[config.mk]
export PLATFORM = sky130hd
export DESIGN_NAME = srg_gate_ctrl
export DESIGN_NICKNAME = d
export VERILOG_FILES = /design/src/rtl/srg_pkg.sv /design/src/rtl/srg_trip_edge.sv /design/src/rtl/srg_timebase.sv /design/src/rtl/srg_gate_chan.sv /design/src/rtl/srg_gate_ctrl.sv
export SDC_FILE = /design/constraint.sdc
export NUM_CORES = 1
export LEC_CHECK = 0
export ABC_AREA = 1
export BUFFER_PORTS_ARGS = -buffer_cell sky130_fd_sc_hd__buf_2
export CORE_MARGIN = 5
export CORE_UTILIZATION = 25
export CTS_CLUSTER_SIZE = 24
export DETAILED_ROUTE_END_ITERATION = 7
export PLACE_DENSITY_LB_ADDON = 0.08
export SETUP_SLACK_MARGIN = 0.1
export SLEW_MARGIN = 20
export SYNTH_ARGS = -nofsm -noshare
export SYNTH_HDL_FRONTEND = slang
export SYNTH_SLANG_ARGS = --single-unit
[constraint.sdc]
create_clock -name clk -period 6.9 [get_ports clk]
set_clock_uncertainty 0.15 [all_clocks]
set_input_delay 1.725 -clock clk [delete_from_list [all_inputs] [get_ports clk]]
set_output_delay 1.725 -clock clk [all_outputs]
set_load 0.1 [all_outputs]
[src/rtl/srg_pkg.sv]
package srg_pkg;

    // Half-period indices: the up-count half and the down-count half
    localparam int NUM_HALF = 2;
    localparam int HALF_UP  = 0;
    localparam int HALF_DN  = 1;

    // Timebase events, one bit per half-period
    typedef struct packed {
        logic [NUM_HALF-1:0] start;   // turn-on point of the half
        logic [NUM_HALF-1:0] stop;    // backstop point of the half
    } tb_event_t;

    // Conduction state of one rectifier channel
    typedef enum logic [1:0] {
        CH_OFF   = 2'd0,
        CH_BLANK = 2'd1,
        CH_ARMED = 2'd2
    } chan_state_e;

    function automatic logic chan_conducts(chan_state_e s);
        return (s == CH_BLANK) || (s == CH_ARMED);
    endfunction

endpackage

[src/rtl/srg_trip_edge.sv]
module srg_trip_edge #(
    parameter int STAGES = 2
) (
    input  logic clk,
    input  logic rst,
    input  logic trip_in,
    output logic trip_rise
);

    logic [STAGES-1:0] sync_q;
    logic              last_q;

    always_ff @(posedge clk) begin
        if (rst) begin
            sync_q[0] <= 1'b0;
        end else begin
            sync_q[0] <= trip_in;
        end
    end

    // Remaining synchronizer stages
    for (genvar i = 1; i < STAGES; i++) begin : g_stage
        always_ff @(posedge clk) begin
            if (rst) begin
                sync_q[i] <= 1'b0;
            end else begin
                sync_q[i] <= sync_q[i-1];
            end
        end
    end

    always_ff @(posedge clk) begin
        if (rst) begin
            last_q <= 1'b0;
        end else begin
            last_q <= sync_q[STAGES-1];
        end
    end

    // One-cycle pulse on a synchronized rising edge
    assign trip_rise = sync_q[STAGES-1] & ~last_q;

endmodule

[src/rtl/srg_timebase.sv]
module srg_timebase
    import srg_pkg::*;
#(
    parameter int CNT_W  = 12,
    parameter int DEAD_W = 6
) (
    input  logic              clk,
    input  logic              rst,
    input  logic              restart,
    input  logic [CNT_W-1:0]  period,
    input  logic [DEAD_W-1:0] dead_len,
    output tb_event_t         ev
);

    localparam logic [CNT_W-1:0] CNT_ONE = CNT_W'(1);

    logic [CNT_W-1:0]    cnt_q;
    logic                up_q;
    logic [CNT_W-1:0]    dead_eff;
    logic [NUM_HALF-1:0] start_v;
    logic [NUM_HALF-1:0] stop_v;

    // A dead time of zero would let the next gate start in the same
    // cycle the previous one stops; one cycle is the floor.
    always_comb begin
        dead_eff = (dead_len == '0) ? CNT_ONE : CNT_W'(dead_len);
    end

    // Up-down count: 0 .. period .. 1, 0 ...
    always_ff @(posedge clk) begin
        if (rst || restart) begin
            cnt_q <= '0;
            up_q  <= 1'b1;
        end else if (up_q) begin
            if (cnt_q == period) begin
                up_q  <= 1'b0;
                cnt_q <= cnt_q - CNT_ONE;
            end else begin
                cnt_q <= cnt_q + CNT_ONE;
            end
        end else begin
            if (cnt_q == '0) begin
                up_q  <= 1'b1;
                cnt_q <= cnt_q + CNT_ONE;
            end else begin
                cnt_q <= cnt_q - CNT_ONE;
            end
        end
    end

    for (genvar h = 0; h < NUM_HALF; h++) begin : g_half
        if (h == HALF_UP) begin : g_up
            assign start_v[h] = (cnt_q == '0);
            assign stop_v[h]  = up_q && (cnt_q == (period - dead_eff));
        end else begin : g_dn
            assign start_v[h] = (cnt_q == period);
            assign stop_v[h]  = !up_q && (cnt_q == dead_eff);
        end
    end

    assign ev = '{start: start_v, stop: stop_v};

endmodule

[src/rtl/srg_gate_chan.sv]
module srg_gate_chan
    import srg_pkg::*;
#(
    parameter int BLANK_W = 8
) (
    input  logic               clk,
    input  logic               rst,
    input  logic               restart,
    input  logic               enable,
    input  logic               start,
    input  logic               stop,
    input  logic               trip_rise,
    input  logic [BLANK_W-1:0] blank_len,
    output logic               gate,
    output logic               ended_by_trip
);

    localparam logic [BLANK_W-1:0] BLK_ONE = BLANK_W'(1);

    chan_state_e        st_q;
    logic [BLANK_W-1:0] bcnt_q;
    logic               by_trip_q;

    always_ff @(posedge clk) begin
        if (rst || restart) begin
            st_q      <= CH_OFF;
            bcnt_q    <= '0;
            by_trip_q <= 1'b0;
        end else if (!enable) begin
            // Soft-start: drop conduction, keep the last turn-off cause
            st_q   <= CH_OFF;
            bcnt_q <= '0;
        end else begin
            unique case (st_q)
                CH_OFF: begin
                    if (start) begin
                        bcnt_q <= blank_len;
                        st_q   <= (blank_len == '0) ? CH_ARMED : CH_BLANK;
                    end
                end
                CH_BLANK: begin
                    if (stop) begin
                        st_q      <= CH_OFF;
                        bcnt_q    <= '0;
                        by_trip_q <= 1'b0;
                    end else if (bcnt_q <= BLK_ONE) begin
                        st_q   <= CH_ARMED;
                        bcnt_q <= '0;
                    end else begin
                        bcnt_q <= bcnt_q - BLK_ONE;
                    end
                end
                CH_ARMED: begin
                    // Backstop has priority over a coincident trip
                    if (stop) begin
                        st_q      <= CH_OFF;
                        by_trip_q <= 1'b0;
                    end else if (trip_rise) begin
                        st_q      <= CH_OFF;
                        by_trip_q <= 1'b1;
                    end
                end
                default: begin
                    st_q   <= CH_OFF;
                    bcnt_q <= '0;
                end
            endcase
        end
    end

    assign gate          = chan_conducts(st_q);
    assign ended_by_trip = by_trip_q;

endmodule

[src/rtl/srg_gate_ctrl.sv]
module srg_gate_ctrl
    import srg_pkg::*;
#(
    parameter int CNT_W     = 12,
    parameter int BLANK_W   = 8,
    parameter int DEAD_W    = 6,
    parameter int TRIP_SYNC = 2
) (
    input  logic               clk,
    input  logic               rst,
    input  logic [CNT_W-1:0]   period,
    input  logic [BLANK_W-1:0] blank_len,
    input  logic [DEAD_W-1:0]  dead_len,
    input  logic               sr_en,
    input  logic               trip_in,
    input  logic               dir_rev,
    output logic               gate_hi,
    output logic               gate_lo,
    output logic               hi_trip_end,
    output logic               lo_trip_end
);

    logic                dir_q;
    logic                restart;
    logic                trip_rise;
    tb_event_t           ev;
    logic [NUM_HALF-1:0] ch_gate;
    logic [NUM_HALF-1:0] ch_trip;

    // Direction register; it follows dir_rev in reset too, so leaving
    // reset never counts as a direction change.
    always_ff @(posedge clk) begin
        dir_q <= dir_rev;
    end

    assign restart = (dir_rev != dir_q);

    srg_trip_edge #(
        .STAGES (TRIP_SYNC)
    ) u_trip (
        .clk       (clk),
        .rst       (rst),
        .trip_in   (trip_in),
        .trip_rise (trip_rise)
    );

    srg_timebase #(
        .CNT_W  (CNT_W),
        .DEAD_W (DEAD_W)
    ) u_tb (
        .clk      (clk),
        .rst      (rst),
        .restart  (restart),
        .period   (period),
        .dead_len (dead_len),
        .ev       (ev)
    );

    for (genvar h = 0; h < NUM_HALF; h++) begin : g_chan
        srg_gate_chan #(
            .BLANK_W (BLANK_W)
        ) u_chan (
            .clk           (clk),
            .rst           (rst),
            .restart       (restart),
            .enable        (sr_en),
            .start         (ev.start[h]),
            .stop          (ev.stop[h]),
            .trip_rise     (trip_rise),
            .blank_len     (blank_len),
            .gate          (ch_gate[h]),
            .ended_by_trip (ch_trip[h])
        );
    end

    // Reverse flow exchanges which half-period feeds which gate
    always_comb begin
        if (dir_q) begin
            gate_hi     = ch_gate[HALF_DN];
            gate_lo     = ch_gate[HALF_UP];
            hi_trip_end = ch_trip[HALF_DN];
            lo_trip_end = ch_trip[HALF_UP];
        end else begin
            gate_hi     = ch_gate[HALF_UP];
            gate_lo     = ch_gate[HALF_DN];
            hi_trip_end = ch_trip[HALF_UP];
            lo_trip_end = ch_trip[HALF_DN];
        end
    end

endmodule

==> impl_results.md <==
* Final setup viols at 0
* Postcts setup bufs at 0
* Worst EP required at 6.98 ns
* Total power at 0.622 mW
* Worst reg2reg startpoint: u_tb.cnt_q[0]$_SDFF_PP0_
* Worst setup startpoint: dead_len[2]
* Vias in the first global route at 3,449
* RSZ-0062 raised after global routing: no
* Starting Density at 0.257
* Mapped Area at 3590 um2
* Area post-placement at 3860 um2
* Mapped Cells at 570
* GPL Wtd Cong at 0.807
* Critical path class: in -> reg
* Number of flops mapped to enable cells by yosys at 0
* I/O pins at 35
* Fin cells at 774
* Routed vias/inst at 4.38
* Setup WS pre-CTS at 2.53 ns
* Crit start category: primary input
* Commonest cells after routing, fill and taps aside: nand2_1 (165), inv_1 (74), nor2_1 (55), dfxtp_1 (39), xor2_1 (36)
* GRT overflow at 0
* Worst Tran Pin Value at 0.664 ns
* Hold-fix buffer count after cts at 0
* GR Util All Layers at 0.124
* Critical path arrival at 4.14 ns
* DRT iter0 DRCs at 137
* Worst r2r path cells at 11
* Vias at 3,389
* Worst Slack Setup Final at 2.84 ns
* Share of layout cells above drive strength 1 at 0.128
* VDD IR-drop max at 0.0000941 V
* Library cells used by synthesis at 36
* Clock transition at the registers of the reported paths at 0.06 ns
* Die W at 130 um
* Yosys reg bits at 39
* Share of the core filled with cells at 0.286
* Total negative slack at 0 ns
* Port-buffer cells at 34
* Worst-path fanout max at 12
* Final period utilization at 0.589
* Num CTS Buffers at 5
* Reg-to-reg endpoint: u_tb.cnt_q[11]$_SDFF_PP0_
* Max_cap viols at 0
* Highest Clock Rate at 246 MHz
* Post-Syn Area per Cell at 6.30 um2
* Synth async-reset ratio at 0
* Seq/Total Area, Yosys at 0.217
* Initial antenna violation count at 0
* Commonest non-fill, non-tap cell in the layout: nand2_1
* Clk root buf: clkbuf_16
* Synth Flop Type: dfxtp_1
* Post-route minimum period at 4.06 ns
* Worst hold slack at 0.267 ns
* N_diodes at 0
* Max-slew violations at 0
* Area of the die at 16,900 um2
* First-pass GRT wire length at 16.8 mm
* R2R Setup Slk at 4.40 ns
* Ys Warns at 0
* DRT Pass-1 Iters at 4
* Cell Rows at 43
* CP Capture Type: flop
* DRC Markers at 0
* Status: completed
* Critical Path End: g_chan[0].u_chan.st_q[1]$_SDFFE_PP0P_
* Wire length per cell at 12.8 um
* Relative slew slack at 0.555
* Fin nets at 644
* P&R area growth vs syn at 11.5%
* Fillers at 1,629
* CTS sink count at 39
* Antenna-violating nets left at 0
* Final Instance Area at 4010 um2
* Largest net degree at the start of global routing at 17
* Detailed placer's ending HPWL at 8.04 mm
* Die height at 130 um
* PostCTS Resize Cnt at 0
* CTS tree: yes
* Syn_nets at 620
* Worst min path class: reg -> reg
* H-tree lvl count at 2
* Final Hold Fails at 0
* Pwr/cell area at 155 nW/um2
* Worst-Skew Late Latency at 0.29 ns
* CTS max path bufs at 2
* Total wire length at 9.92 mm
* Core ar. at 14,000 um2
* Placed Instances at 767
* Static leakage at 1.94 nW
cells in the mapped netlist, types with 2 or more instances:
master | count | area, um2
nand2_1 | 165 | 619
inv_1 | 74 | 278
nor2_1 | 55 | 206
dfxtp_1 | 39 | 781
xor2_1 | 36 | 315
a21oi_1 | 32 | 160
nand3_1 | 30 | 150
ha_1 | 18 | 225
nand4_1 | 16 | 100
nor4_1 | 10 | 62.6
inv_2 | 9 | 33.8
xnor2_1 | 9 | 78.8
nand2_2 | 8 | 50.1
o21bai_1 | 8 | 60.1
nor3_1 | 7 | 35.0
o21ai_0 | 7 | 35.0
buf_6 | 6 | 67.6
buf_4 | 4 | 30.0
clkbuf_1 | 4 | 15.0
nand3_2 | 4 | 40.0
nand3b_1 | 4 | 30.0
o21ai_1 | 4 | 20.0
nor2_2 | 3 | 18.8
nor2_4 | 3 | 33.8
a211oi_1 | 2 | 15.0
buf_2 | 2 | 10.0
nor3_4 | 2 | 32.5
report_power, final:
group          switching, mW  leakage, nW  total (mW)  internal [mW]
Clock                 0.0957       0.0727       0.237          0.141
Sequential           0.00546        0.316       0.235          0.230
Combinational         0.0967         1.55       0.150         0.0532
Total                  0.198         1.94       0.622          0.424
worst max-delay path, stage by stage:
cell and delay (ns):
buf_2 0.10, inv_1 0.07, nand4_1 0.11, nand2_1 0.09, ha_1 0.21, fa_1 0.42
inv_1 0.12, nand3_1 0.09, nand2_1 0.10, nand2_1 0.11, nand2_1 0.08, nand2_1 0.04
nand2_1 0.05, nand3_1 0.06, nor2_1 0.12, nand2_2 0.19, nand3_1 0.17, nand3_2 0.10
nand2_1 0.07, nand2_1 0.04, nor2_1 0.09
state kept, by name, indices dropped and copies added (netlist names):
| signal | count |
|---|---|
| dir_q | 1 |
| g_chan.u_chan.bcnt_q | 16 |
| g_chan.u_chan.ended_by_trip | 2 |
| g_chan.u_chan.st_q | 4 |
| u_tb.cnt_q | 12 |
| u_tb.up_q | 1 |
| u_trip.last_q | 1 |
| u_trip.sync_q | 2 |
how the worst min path moves through the flow:
stage | from | endpoint | depth (start not counted)
final | u_trip.sync_q[0]$_SDFF_PP0_ | u_trip.sync_q[1]$_SDFF_PP0_ | 2
after global routing | u_trip.sync_q[0]$_SDFF_PP0_ | u_trip.sync_q[1]$_SDFF_PP0_ | 2
after CTS | u_trip.sync_q[0]$_SDFF_PP0_ | u_trip.sync_q[1]$_SDFF_PP0_ | 2
after detailed placement | u_trip.sync_q[0]$_SDFF_PP0_ | u_trip.sync_q[1]$_SDFF_PP0_ | 2
after global placement | u_trip.sync_q[0]$_SDFF_PP0_ | u_trip.sync_q[1]$_SDFF_PP0_ | 2
after floorplan | u_trip.sync_q[0]$_SDFF_PP0_ | u_trip.sync_q[1]$_SDFF_PP0_ | 2
area by class of cell:
cell class                      instances  area, um2  share of cell area
Multi-Input combinational cell        429       2360               0.590
Sequential cell                        39        781               0.195
Timing Repair Buffer                   34        170              0.0425
Clock buffer                            6        139              0.0347
Clock inverter                          1       5.00             0.00125
Inverter                               85        323              0.0806
Tap cell                              180        225              0.0562
per-layer routing:
metal | track usage | vias to the layer above | wire length [um]
met3 | 0.0307 | 10 | 453
met1 | 0.152 | 1489 | 4670
met4 | 0.0330 | 0 | 122
li1 | - | 1840 | -
met5 | 0 | - | 0
met2 | 0.219 | 50 | 4680
logic make-up after synthesis:
| group | Yosys count | synth area share |
|---|---|---|
| AO/OA/AOI/OAI | 56 | 0.0898 |
| XOR/XNOR | 45 | 0.110 |
| adder cells (fa/ha/maj) | 19 | 0.0682 |
| buffers and inverters | 102 | 0.125 |
| flip-flops | 39 | 0.217 |
| AND/OR/NAND/NOR | 309 | 0.390 |
(Power assumes the default switching activity.)
